[src/rtl/pinbank_pkg.sv]
package pinbank_pkg;
  localparam int ADDR_W = 5;

  typedef enum logic [2:0] {
    RG_DATA  = 3'd0,
    RG_DIR   = 3'd1,
    RG_PAD   = 3'd2,
    RG_CFGLO = 3'd3,
    RG_CFGHI = 3'd4,
    RG_MASK  = 3'd5,
    RG_STS   = 3'd6,
    RG_ANY   = 3'd7
  } reg_sel_e;

  function automatic reg_sel_e decode_sel(input logic [ADDR_W-1:0] addr);
    return reg_sel_e'(addr[ADDR_W-1:2]);
  endfunction
endpackage

[src/rtl/pinbank_rstsync.sv]
module pinbank_rstsync (
  input  logic clk,
  input  logic rst_n,
  output logic rst_q_n
);
  logic meta_q;

  always_ff @(posedge clk or negedge rst_n) begin
    if (!rst_n) begin
      meta_q  <= 1'b0;
      rst_q_n <= 1'b0;
    end else begin
      meta_q  <= 1'b1;
      rst_q_n <= meta_q;
    end
  end
endmodule

[src/rtl/pinbank_sync.sv]
module pinbank_sync #(
  parameter int W      = 32,
  parameter int STAGES = 2
) (
  input  logic         clk,
  input  logic         rst_n,
  input  logic [W-1:0] async_in,
  output logic [W-1:0] cur,
  output logic [W-1:0] prev
);
  logic [W-1:0] stage_q [STAGES];

  always_ff @(posedge clk or negedge rst_n) begin
    if (!rst_n) begin
      for (int s = 0; s < STAGES; s++) stage_q[s] <= '0;
      prev <= '0;
    end else begin
      stage_q[0] <= async_in;
      for (int s = 1; s < STAGES; s++) stage_q[s] <= stage_q[s-1];
      prev <= stage_q[STAGES-1];
    end
  end

  assign cur = stage_q[STAGES-1];
endmodule

[src/rtl/pinbank_detect.sv]
module pinbank_detect #(
  parameter int NPINS = 32
) (
  input  logic [NPINS-1:0]   lvl_cur,
  input  logic [NPINS-1:0]   lvl_prev,
  input  logic [NPINS-1:0]   is_out,
  input  logic [2*NPINS-1:0] mode,
  input  logic [NPINS-1:0]   both_edge,
  output logic [NPINS-1:0]   hit
);
  for (genvar i = 0; i < NPINS; i++) begin : g_pin
    logic rise, fall;
    assign rise = lvl_cur[i] & ~lvl_prev[i];
    assign fall = ~lvl_cur[i] & lvl_prev[i];

    always_comb begin
      if (is_out[i]) begin
        hit[i] = 1'b0;
      end else if (both_edge[i]) begin
        hit[i] = rise | fall;
      end else if (mode[2*i+1]) begin
        hit[i] = mode[2*i] ? fall : rise;
      end else begin
        hit[i] = mode[2*i] ? lvl_cur[i] : ~lvl_cur[i];
      end
    end
  end
endmodule

[src/rtl/pinbank_ctrl.sv]
module pinbank_ctrl
  import pinbank_pkg::*;
#(
  parameter int NPINS       = 32,
  parameter bit HAS_ANYEDGE = 1'b1,
  parameter int SYNC_STAGES = 2
) (
  input  logic              clk,
  input  logic              rst_n,
  input  logic              bus_sel,
  input  logic              bus_wr,
  input  logic [ADDR_W-1:0] bus_addr,
  input  logic [NPINS-1:0]  bus_wdata,
  output logic [NPINS-1:0]  bus_rdata,
  input  logic [NPINS-1:0]  pad_in,
  output logic [NPINS-1:0]  pad_out,
  output logic [NPINS-1:0]  pad_oe,
  output logic              irq
);
  localparam int CFG_W = 2 * NPINS;

  logic             rst_q_n;
  logic [NPINS-1:0] lvl_cur, lvl_prev, hit;
  logic [NPINS-1:0] data_q, data_d, dir_q, dir_d, mask_q, mask_d;
  logic [NPINS-1:0] status_q, status_d, any_q;
  logic [CFG_W-1:0] cfg_q, cfg_d;
  logic             wr_en;
  reg_sel_e         sel;

  pinbank_rstsync u_rst (
    .clk     (clk),
    .rst_n   (rst_n),
    .rst_q_n (rst_q_n)
  );

  pinbank_sync #(.W(NPINS), .STAGES(SYNC_STAGES)) u_sync (
    .clk      (clk),
    .rst_n    (rst_q_n),
    .async_in (pad_in),
    .cur      (lvl_cur),
    .prev     (lvl_prev)
  );

  pinbank_detect #(.NPINS(NPINS)) u_det (
    .lvl_cur   (lvl_cur),
    .lvl_prev  (lvl_prev),
    .is_out    (dir_q),
    .mode      (cfg_q),
    .both_edge (any_q),
    .hit       (hit)
  );

  assign wr_en = bus_sel & bus_wr;
  assign sel   = decode_sel(bus_addr);

  // next-state for the configuration and status words
  always_comb begin
    data_d   = data_q;
    dir_d    = dir_q;
    mask_d   = mask_q;
    cfg_d    = cfg_q;
    status_d = status_q;
    if (wr_en) begin
      case (sel)
        RG_DATA:  data_d = bus_wdata;
        RG_DIR:   dir_d  = bus_wdata;
        RG_CFGLO: cfg_d[NPINS-1:0]     = bus_wdata;
        RG_CFGHI: cfg_d[CFG_W-1:NPINS] = bus_wdata;
        RG_MASK:  mask_d = bus_wdata;
        RG_STS:   status_d = status_q & ~bus_wdata;
        default:  ;
      endcase
    end
    status_d = status_d | hit;
  end

  always_ff @(posedge clk or negedge rst_q_n) begin
    if (!rst_q_n) begin
      data_q   <= '0;
      dir_q    <= '0;
      mask_q   <= '0;
      cfg_q    <= '0;
      status_q <= '0;
    end else begin
      data_q   <= data_d;
      dir_q    <= dir_d;
      mask_q   <= mask_d;
      cfg_q    <= cfg_d;
      status_q <= status_d;
    end
  end

  if (HAS_ANYEDGE) begin : g_any
    logic any_en;
    assign any_en = wr_en & (sel == RG_ANY);
    always_ff @(posedge clk or negedge rst_q_n) begin
      if (!rst_q_n)    any_q <= '0;
      else if (any_en) any_q <= bus_wdata;
    end
  end else begin : g_no_any
    assign any_q = '0;
  end

  always_comb begin
    case (sel)
      RG_DATA:  bus_rdata = (data_q & dir_q) | (lvl_cur & ~dir_q);
      RG_DIR:   bus_rdata = dir_q;
      RG_PAD:   bus_rdata = lvl_cur & ~dir_q;
      RG_CFGLO: bus_rdata = cfg_q[NPINS-1:0];
      RG_CFGHI: bus_rdata = cfg_q[CFG_W-1:NPINS];
      RG_MASK:  bus_rdata = mask_q;
      RG_STS:   bus_rdata = status_q;
      RG_ANY:   bus_rdata = any_q;
      default:  bus_rdata = '0;
    endcase
  end

  assign pad_out = data_q;
  assign pad_oe  = dir_q;
  assign irq     = |(status_q & mask_q);
endmodule

[config.mk]
export PLATFORM = sky130hd
export DESIGN_NAME = pinbank_ctrl
export DESIGN_NICKNAME = d
export VERILOG_FILES = /design/src/rtl/pinbank_pkg.sv /design/src/rtl/pinbank_rstsync.sv /design/src/rtl/pinbank_sync.sv /design/src/rtl/pinbank_detect.sv /design/src/rtl/pinbank_ctrl.sv
export SDC_FILE = /design/constraint.sdc
export NUM_CORES = 1
export LEC_CHECK = 0
export BUFFER_PORTS_ARGS = -buffer_cell sky130_fd_sc_hd__buf_4
export CAP_MARGIN = 20
export CORE_MARGIN = 8
export CORE_UTILIZATION = 35
export CTS_CLUSTER_DIAMETER = 80
export DETAILED_ROUTE_END_ITERATION = 12
export SETUP_SLACK_MARGIN = 0.3
export SLEW_MARGIN = 40
export SYNTH_ARGS = -nofsm -noshare
export SYNTH_HDL_FRONTEND = slang
export SYNTH_SLANG_ARGS = --single-unit
[constraint.sdc]
create_clock -name clk -period 25 [get_ports clk]
set_clock_uncertainty 0.2 [all_clocks]
set_input_delay 6.25 -clock clk [delete_from_list [all_inputs] [get_ports clk]]
set_output_delay 6.25 -clock clk [all_outputs]
set_load 0.005 [all_outputs]
# Word-level counts from Yosys, hierarchy flattened
# Index checks and enable logic that the tools add are counted.
# word_totals
reg_bits,322
mem_bits_rw,0
output_inout_bits,97
rom_bits,0
elab_cells,359
in_bits,73
mem_count,0
latchBits,0
# op_classes
n_eq_ne,7
n_shift,0
addsub,0
n_lt_le_gt_ge,0
mul,0
div,0
reduce_logical,7
mux,163
bitwise_logic,170
# op_table
operator,count
32-bit case mux with 8 select lines,1
1-bit 2-to-1 mux,160
32-bit AND,4
1-bit AND,66
32-bit 2-to-1 mux,2
1-bit inverter,64
32-bit inverter,2
32-bit OR,2
1-bit OR,32
32-bit OR reduction,1
3-bit == test (second input constant),4
2-bit AND reduction,5
3-bit by 2-bit == test with 1-bit output (second input constant),2
3-bit by 1-bit == test with 1-bit output (second input constant),1
3-bit zero test,1

# Logic depth before layout (Yosys ltp)
# Gate-level depths: netlist of the first run.
# logic_depth
depth_word,7
depth_mapped,7
mapped_depth_nobuf,6

# Modules after synthesis
# Synthesis of the first run repeated with hierarchy kept, for this count alone.
# unflattened
hier_cells,1334
hier_area_um2,16191.8
# by_module_without_submodules
module,cells_each,seq_area_each_um2,n_inst,area_each_um2
pinbank_ctrl,867,5605.4,1,10852.9
pinbank_detect,336,0.0,1,2642.5
pinbank_sync,128,2402.3,1,2642.5
pinbank_rstsync,3,50.0,1,53.8

# Worst setup path after synthesis of the first run
# No wires, ideal clock.
# synth_path
path_kind,input port to output port
startpoint,input port bus_addr[4]
endpoint,output port bus_rdata[15]
setup_slack_ps,11082
path_buffers,3
t_arrival_ps,7468
t_required_ps,18550
stages,6
cell_sequence,buf_2 -> clkbuf_1 -> buf_2 -> mux2i_1 -> o21ai_0 -> a2bb2o_1
# synth_between
elab_chain_cells,2
word_cells_on_any_way,9
classes_between,eq/ne: 7; mux: 1; reduce/logical: 1
# synth_lines
item,line,rtl
from (decl),pinbank_ctrl.sv:12,"input logic [ADDR_W-1:0] bus_addr,"
"3-bit == test, or another cell as far along",pinbank_ctrl.sv:105,case (sel)
32-bit case mux with 8 select lines *,pinbank_ctrl.sv:105,
to (decl),pinbank_ctrl.sv:14,"output logic [NPINS-1:0] bus_rdata,"
# Every way passes the cells marked *; elsewhere a longest branch is shown, timed or not.

# Worst setup path in the final report of the first run
# layout_path
startpoint,input port bus_addr[4]
endpoint,output port bus_rdata[30]
# The elaborated chain is that of the path after synthesis.

==> metrics.md, run 1 <==
| Metric | Value |
|---|---|
| Sequential share of power | a little under half |
| Time the worst path needs with I/O delays and setup | roughly 15,000 ps |
| Rel. slew slack | 50.65% |
| Maximum vdd drop | around 45 µV |
| Initial antenna violation count | 1 |
| Gpl congestion | between 0.8 and 0.9 |
| Part of the Yosys area used for sequential elements | roughly 52% |
| Worst Tran Pin Value | between 700 and 800 ps |
| Number of detailed-route iterations in the first pass | 6 |
| Switching power | around 450 µW |
| Final Hold Violating Endpoints | 0 |
| Vias | about 11,000 |
| Final-layout setup total negative slack | 0 ps |
| H-tree level count | 2 |
| Global route total overflow | 0 |
| Proportion of synthesized area in mux cells | between 20% and 30% |
| Sw Share | between 20% and 30% |
| Fraction of power consumed by the clock network | ~37% |
| Drc violations | 0 |
| Number of I/O port buffers | between 150 and 200 |
| Clock network latency to the later pin of the worst-skew pair | 550 ps |
| Fillers | roughly 4,200 |
| Register-to-register setup slack | between 20,000 and 25,000 ps |
| Unrepaired setup endpoints after global routing | false |
| FMAX | 65.69 MHz |
| Horiz. Die Dim | ~230 µm |
| Flip-flop and latch area | slightly above 8000 µm² |
| Count of cells along the worst register-to-register path | 2 |
| Clock Root Buffer | sky130_fd_sc_hd__clkbuf_16 |
| Pin count of the biggest net entering global routing | approximately 130 |
| All-Layer GR Usage | 18.07% |
| Area share of fa/ha/maj cells after synthesis | under 10% |
| Synthesized flop and latch total | 322 |
| TritonCTS clock tree | built |
| Vias per Instance | around 5.3 |
| Vert. Die Dim | ~230 µm |
| Yosys cell types | 39 |
| Run status | complete, no violations |
| # nets final | approximately 1,600 |
| Combinational fraction of design power | ~18% |
| Power per Cell Area | 84.34 nW/µm² |
| Arrival time of the worst setup path | 8770 ps |
| Compound-cell area share of the yosys netlist | 12.75% |
| Antenna violation net count after detailed routing | 0 |
| Starting density of the core | 35.17% |
| Setup slack at placement | between 9000 and 10,000 ps |
| I/O pin count | 170 |
| Source of the worst register-to-register timing path | u_rst.rst_q_n$_DFF_PN0_ |
| Floorplan die area | roughly 51,000 µm² |
| LEAKAGE | approximately 0.0085 µW |
| Highest-delay cell along the critical path | sky130_fd_sc_hd__buf_4 |
| Delay of the slowest critical-path stage | about 520 ps |
| TritonCTS Buffers | 40 |
| Maximum clock insertion buffer count | 3 |
| Gate count after technology mapping | roughly 1,300 |
| Number of max-slew violations in the final report | 0 |
| Standard cell core area | 43,930 µm² |
| Clk sinks | between 300 and 400 |
| Setup crit start kind | input port |
| Final worst-path cycle share | approximately 60% |
| Via count of the first global-routing pass | between 10,000 and 15,000 |
| Cell-by-cell trace of the critical path | buf_4, inv_2, nand2_1, buf_4, a211oi_1, o31ai_1, buf_4 |
| Combined area of the multi-input logic cells | approximately 6900 µm² |
| Share of the synthesized netlist area taken by xor and xnor gates | between 1.5 and 2% |
| Post-synthesis instance area | between 15,000 and 20,000 µm² |
| Internal | 1127 µW |
| Yosys warning total | 0 |
| Top library cells by usage in the layout, fill and taps aside | sky130_fd_sc_hd__dfrtp_1, sky130_fd_sc_hd__buf_4, sky130_fd_sc_hd__mux2_2 |
| Std-Cell Rows | 77 |
| Quantity of hold-fixing buffers added after cts | 0 |
| Capture point of the worst reg-to-reg path | cfg_q[30]$_DFFE_PN0P_ |
| Half-perimeter wire length after placement | approximately 31,000 µm |
| CP Capture Type | output port |
| Overall routed net length | 46,270 µm |
| Most used cell along the critical path | sky130_fd_sc_hd__buf_4 |
| Utilization after layout | 42.70% |
| Basic-gate share of the synthesized area counting and, or, nand and nor cells | 4.510% |
| Crit Path Max Fanout | 44 |
| Count of buffers added by post-CTS timing repair for setup | 0 |
| Clock transition time at the flip-flop clock pins of the worst setup and hold paths | around 50 ps |
| Average footprint of a synthesized cell | approximately 12 µm² |
| Layout cells sized above 1 | between 20% and 30% |
| Post_cts resized | 0 |
| Leading cell type in the layout, fill and taps excluded | sky130_fd_sc_hd__dfrtp_1 |
| Total power of the final layout | approximately 1600 µW |
| Violation count after the first detailed-route iteration | 865 |
| Average detailed-routed wire length per instance | approximately 23 µm |
| Endpoint required time on the critical path | between 15,000 and 20,000 ps |
| Dominant combinational cell family by area after synthesis | multiplexers |
| Post-Syn Nets | 1,390 |
| Wire length of the first global-routing pass | ~70,000 µm |
| Tightest Hold Check Type | reg -> async |
| WS Path Type | in -> out |
| Setup ws final | ~9800 ps |
| Final setup violation count | 0 |
| Layout Area Growth over Synthesis | 21.41% |
| Max_cap viols | 0 |
routing by layer:
layer  global-route usage (%)  part of all wire, %  wire, µm
met5                        0                    0         0
met4                    6.353                  3.1      1427
met3                    4.090                  6.7      3113
met2                    28.96                   46     21450
met1                    23.83                   44     20280
metrics by stage:
step | hold slack [ps] | cells | cell area (µm²)
2_1_floorplan | 131.2 | 1253 | 15450
3_3_place_gp | 133.2 | 1971 | 17370
3_5_place_dp | 126.4 | 1973 | 17420
4_1_cts | 133.4 | 2046 | 18750
5_1_grt | 151.3 | 2046 | 18750
6_report | 103.5 | 2048 | 18760
worst max path at each step:
stage | depth (start not counted) | startpoint | endpoint | slack (ps)
detailed placement | 7 | bus_addr[4] | bus_rdata[30] | 9790
global placement | 7 | bus_addr[4] | bus_rdata[30] | 9810
CTS | 7 | bus_addr[4] | bus_rdata[30] | 9790
floorplan | 6 | bus_addr[4] | bus_rdata[15] | 11080
finish | 7 | bus_addr[4] | bus_rdata[30] | 9780
global route | 7 | bus_addr[4] | bus_rdata[30] | 9710
sequential cells by signal, indices dropped and copies added, names as in the netlist:
name            cells
pad_out            32
any_q              32
u_sync.cur         32
u_sync.stage_q     32
cfg_q              64
u_rst.rst_q_n       1
pad_oe             32
u_rst.meta_q        1
mask_q             32
status_q           32
u_sync.prev        32
cells by family (layout without fill, tap and decap cells):
group | count (synthesis) | in the layout
compound gates | 267 | 267
xor+xnor | 30 | 30
fa+ha+maj | 64 | 64
buf+inv | 126 | 327
flops | 322 | 322
mux | 286 | 286
other cells | 1 | 3
simple gates | 157 | 157
cells in the mapped netlist (all sizes together):
cell type    n  share of area (%)
a211o       25                1.4
a211oi       6               0.29
a21oi        6               0.19
a221oi      46                2.6
a22oi       22                1.1
a2bb2o      23                1.5
a2bb2oi      7               0.40
a31oi        3               0.12
a32oi        3               0.17
and2         1              0.041
buf         41                1.4
clkbuf      18               0.44
conb         1              0.024
dfrtp      322                 52
ha          64                5.2
inv         67                1.6
mux2       190                 14
mux2i       94                6.1
mux4         2               0.29
nand2       81                2.0
nand2b      18               0.73
nand3        1              0.032
nand4        4               0.16
nor2        40                1.0
nor2b        6               0.24
nor3         4               0.23
nor4b        1              0.057
o21ai       89                2.9
o2bb2ai     32                1.8
o31ai        2              0.097
o32a         3               0.19
or4          1              0.049
xor2        30                1.7
power groups by stage:
stage	Combinational, µW	Clock (µW)	Sequential [µW]
3_3_place_gp	275	0	723
4_1_cts	284	602	717
6_report	279	586	717
2_1_floorplan	166	0	689
3_5_place_dp	282	0	726
5_1_grt	309	623	731
worst max-delay path, delay by kind of cell:
kind,cells,cell delay [ps]
buf+inv,4,1650
simple gates,1,340
compound gates,2,470
cell type report:
type / count / area share, %
Antenna cell: 2 / 0.02668
Timing Repair Buffer: 187 / 7.744
Clock inverter: 17 / 1.040
Sequential cell: 322 / 42.97
Tap cell: 592 / 3.949
Multi-Input combinational cell: 805 / 36.84
Inverter: 67 / 1.341
Clock buffer: 56 / 6.090
Power figures use the tool's default switching activity.
==> inputs of run 2 (changes only) <==
==> constraint.sdc (replaced) <==
create_clock -name clk -period 14.1 [get_ports clk]
set_clock_uncertainty 0.2 [all_clocks]
set_input_delay 3.525 -clock clk [delete_from_list [all_inputs] [get_ports clk]]
set_output_delay 3.525 -clock clk [all_outputs]
set_load 0.005 [all_outputs]
==> metrics.md, run 2 (synthesis results as in run 1) <==
| Metric | Value |
|---|---|
| Number of I/O port buffers | 167 |
| Detailed-routed wire length on met3 | 2990 µm |
| Leading cell type in the layout, fill and taps excluded | sky130_fd_sc_hd__dfrtp_1 |
| Tightest Hold Check Type | reg -> async |
| Hold Worst Slack | between 9 and 10 ps |
| Final-layout setup total negative slack | 0 ps |
| Fillers | between 4,000 and 5,000 |
| WL met2 | 21,610 µm |
| Starting density of the core | between 30% and 40% |
| Number of detailed-route iterations in the first pass | 6 |
| Overall routed net length | 46,750 µm |
| Violation count after the first detailed-route iteration | 880 |
| Horiz. Die Dim | 226.1 µm |
| Endpoint required time on the critical path | 10,380 ps |
| CP Capture Type | output port |
| All-Layer GR Usage | a little under a fifth |
| TritonCTS clock tree | built |
| Top library cells by usage in the layout, fill and taps aside | sky130_fd_sc_hd__dfrtp_1, sky130_fd_sc_hd__buf_4, sky130_fd_sc_hd__mux2_2 |
| Unrepaired setup endpoints after global routing | false |
| Number of flip-flops in the largest register | between 60 and 70 |
| Max_cap viols | 0 |
| Maximum vdd drop | 81.80 µV |
| Layout cells sized above 1 | slightly below 30% |
| Initial antenna violation count | 1 |
| Clock Root Buffer | sky130_fd_sc_hd__clkbuf_16 |
| WS Path Type | in -> out |
| TritonCTS Buffers | 38 |
| Final Hold Violating Endpoints | 0 |
| Maximum clock insertion buffer count | 3 |
| Floorplan die area | around 50,000 µm² |
| LEAKAGE | approximately 0.0084 µW |
| Vert. Die Dim | roughly 230 µm |
| Final worst-path cycle share | around two thirds |
| Wire length of the first global-routing pass | a little over 70,000 µm |
| Drc violations | 0 |
| Via count of the first global-routing pass | around 11,000 |
| Clock network latency to the later pin of the worst-skew pair | roughly 530 ps |
| # nets final | about 1,600 |
| Average detailed-routed wire length per instance | approximately 23 µm |
| Std-Cell Rows | 77 |
| Vias | between 10,000 and 15,000 |
| Pin count of the biggest net entering global routing | 72 |
| Clock transition time at the flip-flop clock pins of the worst setup and hold paths | roughly 60 ps |
| Layout Area Growth over Synthesis | 21.27% |
| Post_cts resized | 0 |
| Number of max-slew violations in the final report | 0 |
| Time the worst path needs with I/O delays and setup | about 9500 ps |
| Vias per Instance | 5.356 |
| Standard cell core area | between 40,000 and 50,000 µm² |
| Power per Cell Area | 149.4 nW/µm² |
| Crit Path Max Fanout | 38 |
| Rel. slew slack | around half |
| Arrival time of the worst setup path | around 5800 ps |
| Run status | complete, no violations |
| Quantity of hold-fixing buffers added after cts | 0 |
| Antenna violation net count after detailed routing | 0 |
| M1 WL | about 21,000 µm |
| Gpl congestion | between 0.8 and 0.9 |
| FMAX | around 110 MHz |
| H-tree level count | 2 |
| Count of buffers added by post-CTS timing repair for setup | 0 |
| Largest register by flop count | cfg_q |
| Global route total overflow | 0 |
| Final setup violation count | 0 |
| Setup crit start kind | input port |
| Clk sinks | approximately 320 |
| Worst Tran Pin Value | around 740 ps |
| Highest signal layer in the routed design | met4 |
| I/O pin count | 170 |
| Half-perimeter wire length after placement | roughly 32,000 µm |
==> run 2: where the power goes <==
| part | switching [µW] | leakage [µW] | internal [µW] |
|---|---|---|---|
| Clock | 393 | 0.000638 | 641 |
| Combinational | 210 | 0.00402 | 285 |
| Sequential | 197 | 0.00378 | 1070 |
==> run 2: cell type report <==
cell class                 instances  area, µm²  share of cell area, %
tap                              592      740.7                  3.953
timing repair buffer             189       1450                  7.739
multi-input combinational        805       6910                  36.88
antenna                            1      2.502                0.01335
inverter                          67      251.5                  1.342
clock buffer                      54       1112                  5.936
sequential                       322       8061                  43.02
clock inverter                    14      209.0                  1.115
==> run 2: per-layer routing <==
layer  global-route usage [%]  vias up
met5                        0        -
met4                    5.728        0
met3                    3.844       71
met2                    28.52      367
met1                    24.65     5615
li1                         -     4895
==> run 2: path summary, 6_finish.rpt <==
| kind | slack (ps) | endpoint | from | cells past startpoint |
|---|---|---|---|---|
| worst max register to register | 12340 | cfg_q[63]$_DFFE_PN0P_ | u_rst.rst_q_n$_DFF_PN0_ | 2 |
| worst max-delay path | 4620 | bus_rdata[24] | bus_addr[3] | 6 |
| min in group clk | 140 | u_sync.cur[4]$_DFF_PN0_ | u_sync.stage_q[36]$_DFF_PN0_ | 0 |
| max in group asynchronous | 11040 | u_rst.rst_q_n$_DFF_PN0_ | rst_n | 1 |
| worst min-delay path | 10 | u_sync.prev[11]$_DFF_PN0_ | u_rst.rst_q_n$_DFF_PN0_ | 0 |
| worst min register to register | 10 | u_sync.prev[11]$_DFF_PN0_ | u_rst.rst_q_n$_DFF_PN0_ | 0 |
==> run 2: metrics by stage <==
stage | util (%) | std cells | power [µW] | cell area [µm²] | setup slack [ps]
2_1_floorplan | - | 1253 | 1517 | 15450 | 4261
3_3_place_gp | 39.52 | 1972 | 1770 | 17360 | 4638
3_5_place_dp | 39.59 | 1974 | 1786 | 17390 | 4700
4_1_cts | 42.60 | 2042 | 2833 | 18720 | 4688
5_1_grt | 42.65 | 2043 | 2938 | 18740 | 4565
6_report | 42.65 | 2044 | 2800 | 18740 | 4621
==> run 2: worst max-delay path: stages <==
cell                       delay [ps]
sky130_fd_sc_hd__buf_4            360
sky130_fd_sc_hd__nor2b_4          580
sky130_fd_sc_hd__buf_4            550
sky130_fd_sc_hd__a221oi_1         170
sky130_fd_sc_hd__a2bb2o_1         370
sky130_fd_sc_hd__buf_4            140
==> inputs of run 3 (changes only) <==
==> constraint.sdc (replaced) <==
create_clock -name clk -period 8 [get_ports clk]
set_clock_uncertainty 0.2 [all_clocks]
set_input_delay 2 -clock clk [delete_from_list [all_inputs] [get_ports clk]]
set_output_delay 2 -clock clk [all_outputs]
set_load 0.005 [all_outputs]
==> metrics.md, run 3 (synthesis results as in run 1) <==
| Metric | Value |
|---|---|
| LEAKAGE | around 0.0084 µW |
| Layout cells sized above 1 | 29.70% |
| Drc violations | 0 |
| Average detailed-routed wire length per instance | around 23 µm |
| Source of the worst register-to-register timing path | u_rst.rst_q_n$_DFF_PN0_ |
| Overall routed net length | 46,640 µm |
| Horiz. Die Dim | between 200 and 250 µm |
| Final-layout setup total negative slack | 0 ps |
| Vert. Die Dim | 226.1 µm |
| TritonCTS Buffers | 39 |
| Number of I/O port buffers | around 170 |
| Layout Area Growth over Synthesis | 21.05% |
| Utilization after layout | ~43% |
| Clock transition time at the flip-flop clock pins of the worst setup and hold paths | 50 ps |
| Via count of the first global-routing pass | 11,460 |
| Max_cap viols | 0 |
| Final worst-path cycle share | ~84% |
| Setup crit start kind | input port |
| Fillers | ~4,200 |
| Initial antenna violation count | 2 |
| H-tree level count | 2 |
| Quantity of hold-fixing buffers added after cts | 0 |
| Global route total overflow | 0 |
| Run status | complete, no violations |
| Gpl congestion | between 0.7 and 0.8 |
| Critical Path Source | bus_addr[4] |
| WS Path Type | in -> out |
| Endpoint required time on the critical path | a little under 6000 ps |
| Floorplan die area | between 50,000 and 60,000 µm² |
| I/O pin count | 170 |
| Count of buffers added by post-CTS timing repair for setup | 0 |
| Wire length of the first global-routing pass | approximately 71,000 µm |
| Number of detailed-route iterations in the first pass | 4 |
| Rel. slew slack | about 45% |
| All-Layer GR Usage | 18.30% |
| Hold Worst Slack | between 20 and 30 ps |
| Vias per Instance | 5.335 |
| Leading cell type in the layout, fill and taps excluded | sky130_fd_sc_hd__dfrtp_1 |
| Clock Root Buffer | sky130_fd_sc_hd__clkbuf_16 |
| Antenna violation net count after detailed routing | 0 |
| Pin count of the biggest net entering global routing | 76 |
| Clock network latency to the later pin of the worst-skew pair | about 550 ps |
| Maximum clock insertion buffer count | 3 |
| Half-perimeter wire length after placement | approximately 31,000 µm |
| Violation count after the first detailed-route iteration | 772 |
| Top library cells by usage in the layout, fill and taps aside | sky130_fd_sc_hd__dfrtp_1, sky130_fd_sc_hd__buf_4, sky130_fd_sc_hd__mux2_2 |
| Vias | 10,880 |
| FMAX | around 150 MHz |
| Arrival time of the worst setup path | 4530 ps |
| Final Hold Violating Endpoints | 0 |
| Clk sinks | ~320 |
| Time the worst path needs with I/O delays and setup | roughly 6700 ps |
| CP Capture Type | output port |
| TritonCTS clock tree | built |
| Worst Tran Pin Value | about 830 ps |
| Std-Cell Rows | 77 |
| Unrepaired setup endpoints after global routing | false |
| Number of flip-flops in the largest register | 64 |
| Standard cell core area | 43,930 µm² |
| Largest register by flop count | cfg_q |
| Power per Cell Area | about 260 nW/µm² |
| Number of diodes added for antenna fixing | 0 |
| Maximum vdd drop | approximately 150 µV |
| Post_cts resized | 0 |
| # nets final | between 1,500 and 2,000 |
| Final setup violation count | 0 |
| Crit Path Max Fanout | 44 |
| Starting density of the core | a little over a third |
| Tightest Hold Check Type | reg -> async |
| Number of max-slew violations in the final report | 0 |
## run 3: cell count changes in the layout (fill, tap and decap cells not counted), moves of 2 or more
cell and delta:
sky130_fd_sc_hd__buf_6 -2, sky130_fd_sc_hd__bufinv_16 -2, sky130_fd_sc_hd__clkbuf_16 +2, sky130_fd_sc_hd__clkinvlp_4 -2
## run 3: worst max-delay path, cell delays in order
cell and delay [ps]:
sky130_fd_sc_hd__buf_4 500, sky130_fd_sc_hd__inv_2 410, sky130_fd_sc_hd__nand2_1 550, sky130_fd_sc_hd__buf_4 350, sky130_fd_sc_hd__a211oi_1 80, sky130_fd_sc_hd__a21oi_1 380, sky130_fd_sc_hd__buf_4 190
## run 3: where the power goes
part | internal [µW] | switching, µW | leakage, µW
registers | 1890 | 350 | 0.00378
clock network | 1100 | 686 | 0.000634
logic | 503 | 375 | 0.00401
## run 3: final cells by class
class | count | area, µm² | area share, %
Inverter | 67 | 251.5 | 1.345
Timing Repair Buffer | 187 | 1440 | 7.700
Sequential cell | 322 | 8061 | 43.10
Clock buffer | 57 | 1166 | 6.235
Clock inverter | 10 | 130.1 | 0.6957
Multi-Input combinational cell | 805 | 6913 | 36.96
Tap cell | 592 | 740.7 | 3.960
## run 3: through the flow
step                instance area, µm²  std cells  setup slack (ps)  total power (µW)
finish                           18700       2040              1269              4909
global route                     18700       2040              1172              5166
CTS                              18680       2039              1296              4977
detailed placement               17390       1972              1283              3152
global placement                 17380       1972              1316              3121
floorplan                        15450       1253              2533              2673
## run 3: worst paths after layout
check | end | slack (ps) | cells past startpoint
setup / recovery | bus_rdata[23] | 1270 | 7
hold reg to reg | pad_oe[7]$_DFFE_PN0P_ | 30 | 0
min in group clk | u_sync.cur[5]$_DFF_PN0_ | 150 | 0
setup reg to reg | u_sync.cur[28]$_DFF_PN0_ | 6290 | 2
max in group asynchronous | u_sync.cur[28]$_DFF_PN0_ | 6290 | 2
hold / removal | pad_oe[7]$_DFFE_PN0P_ | 30 | 0
## run 3: per-layer routing
metal  global-route usage [%]  vias up  share of wire [%]
met5                        0        -              0.028
met4                    5.978        2                2.9
met3                    4.727       74                6.8
met2                    29.49      327                 46
met1                    23.84     5572                 44
li1                         -     4909                  -
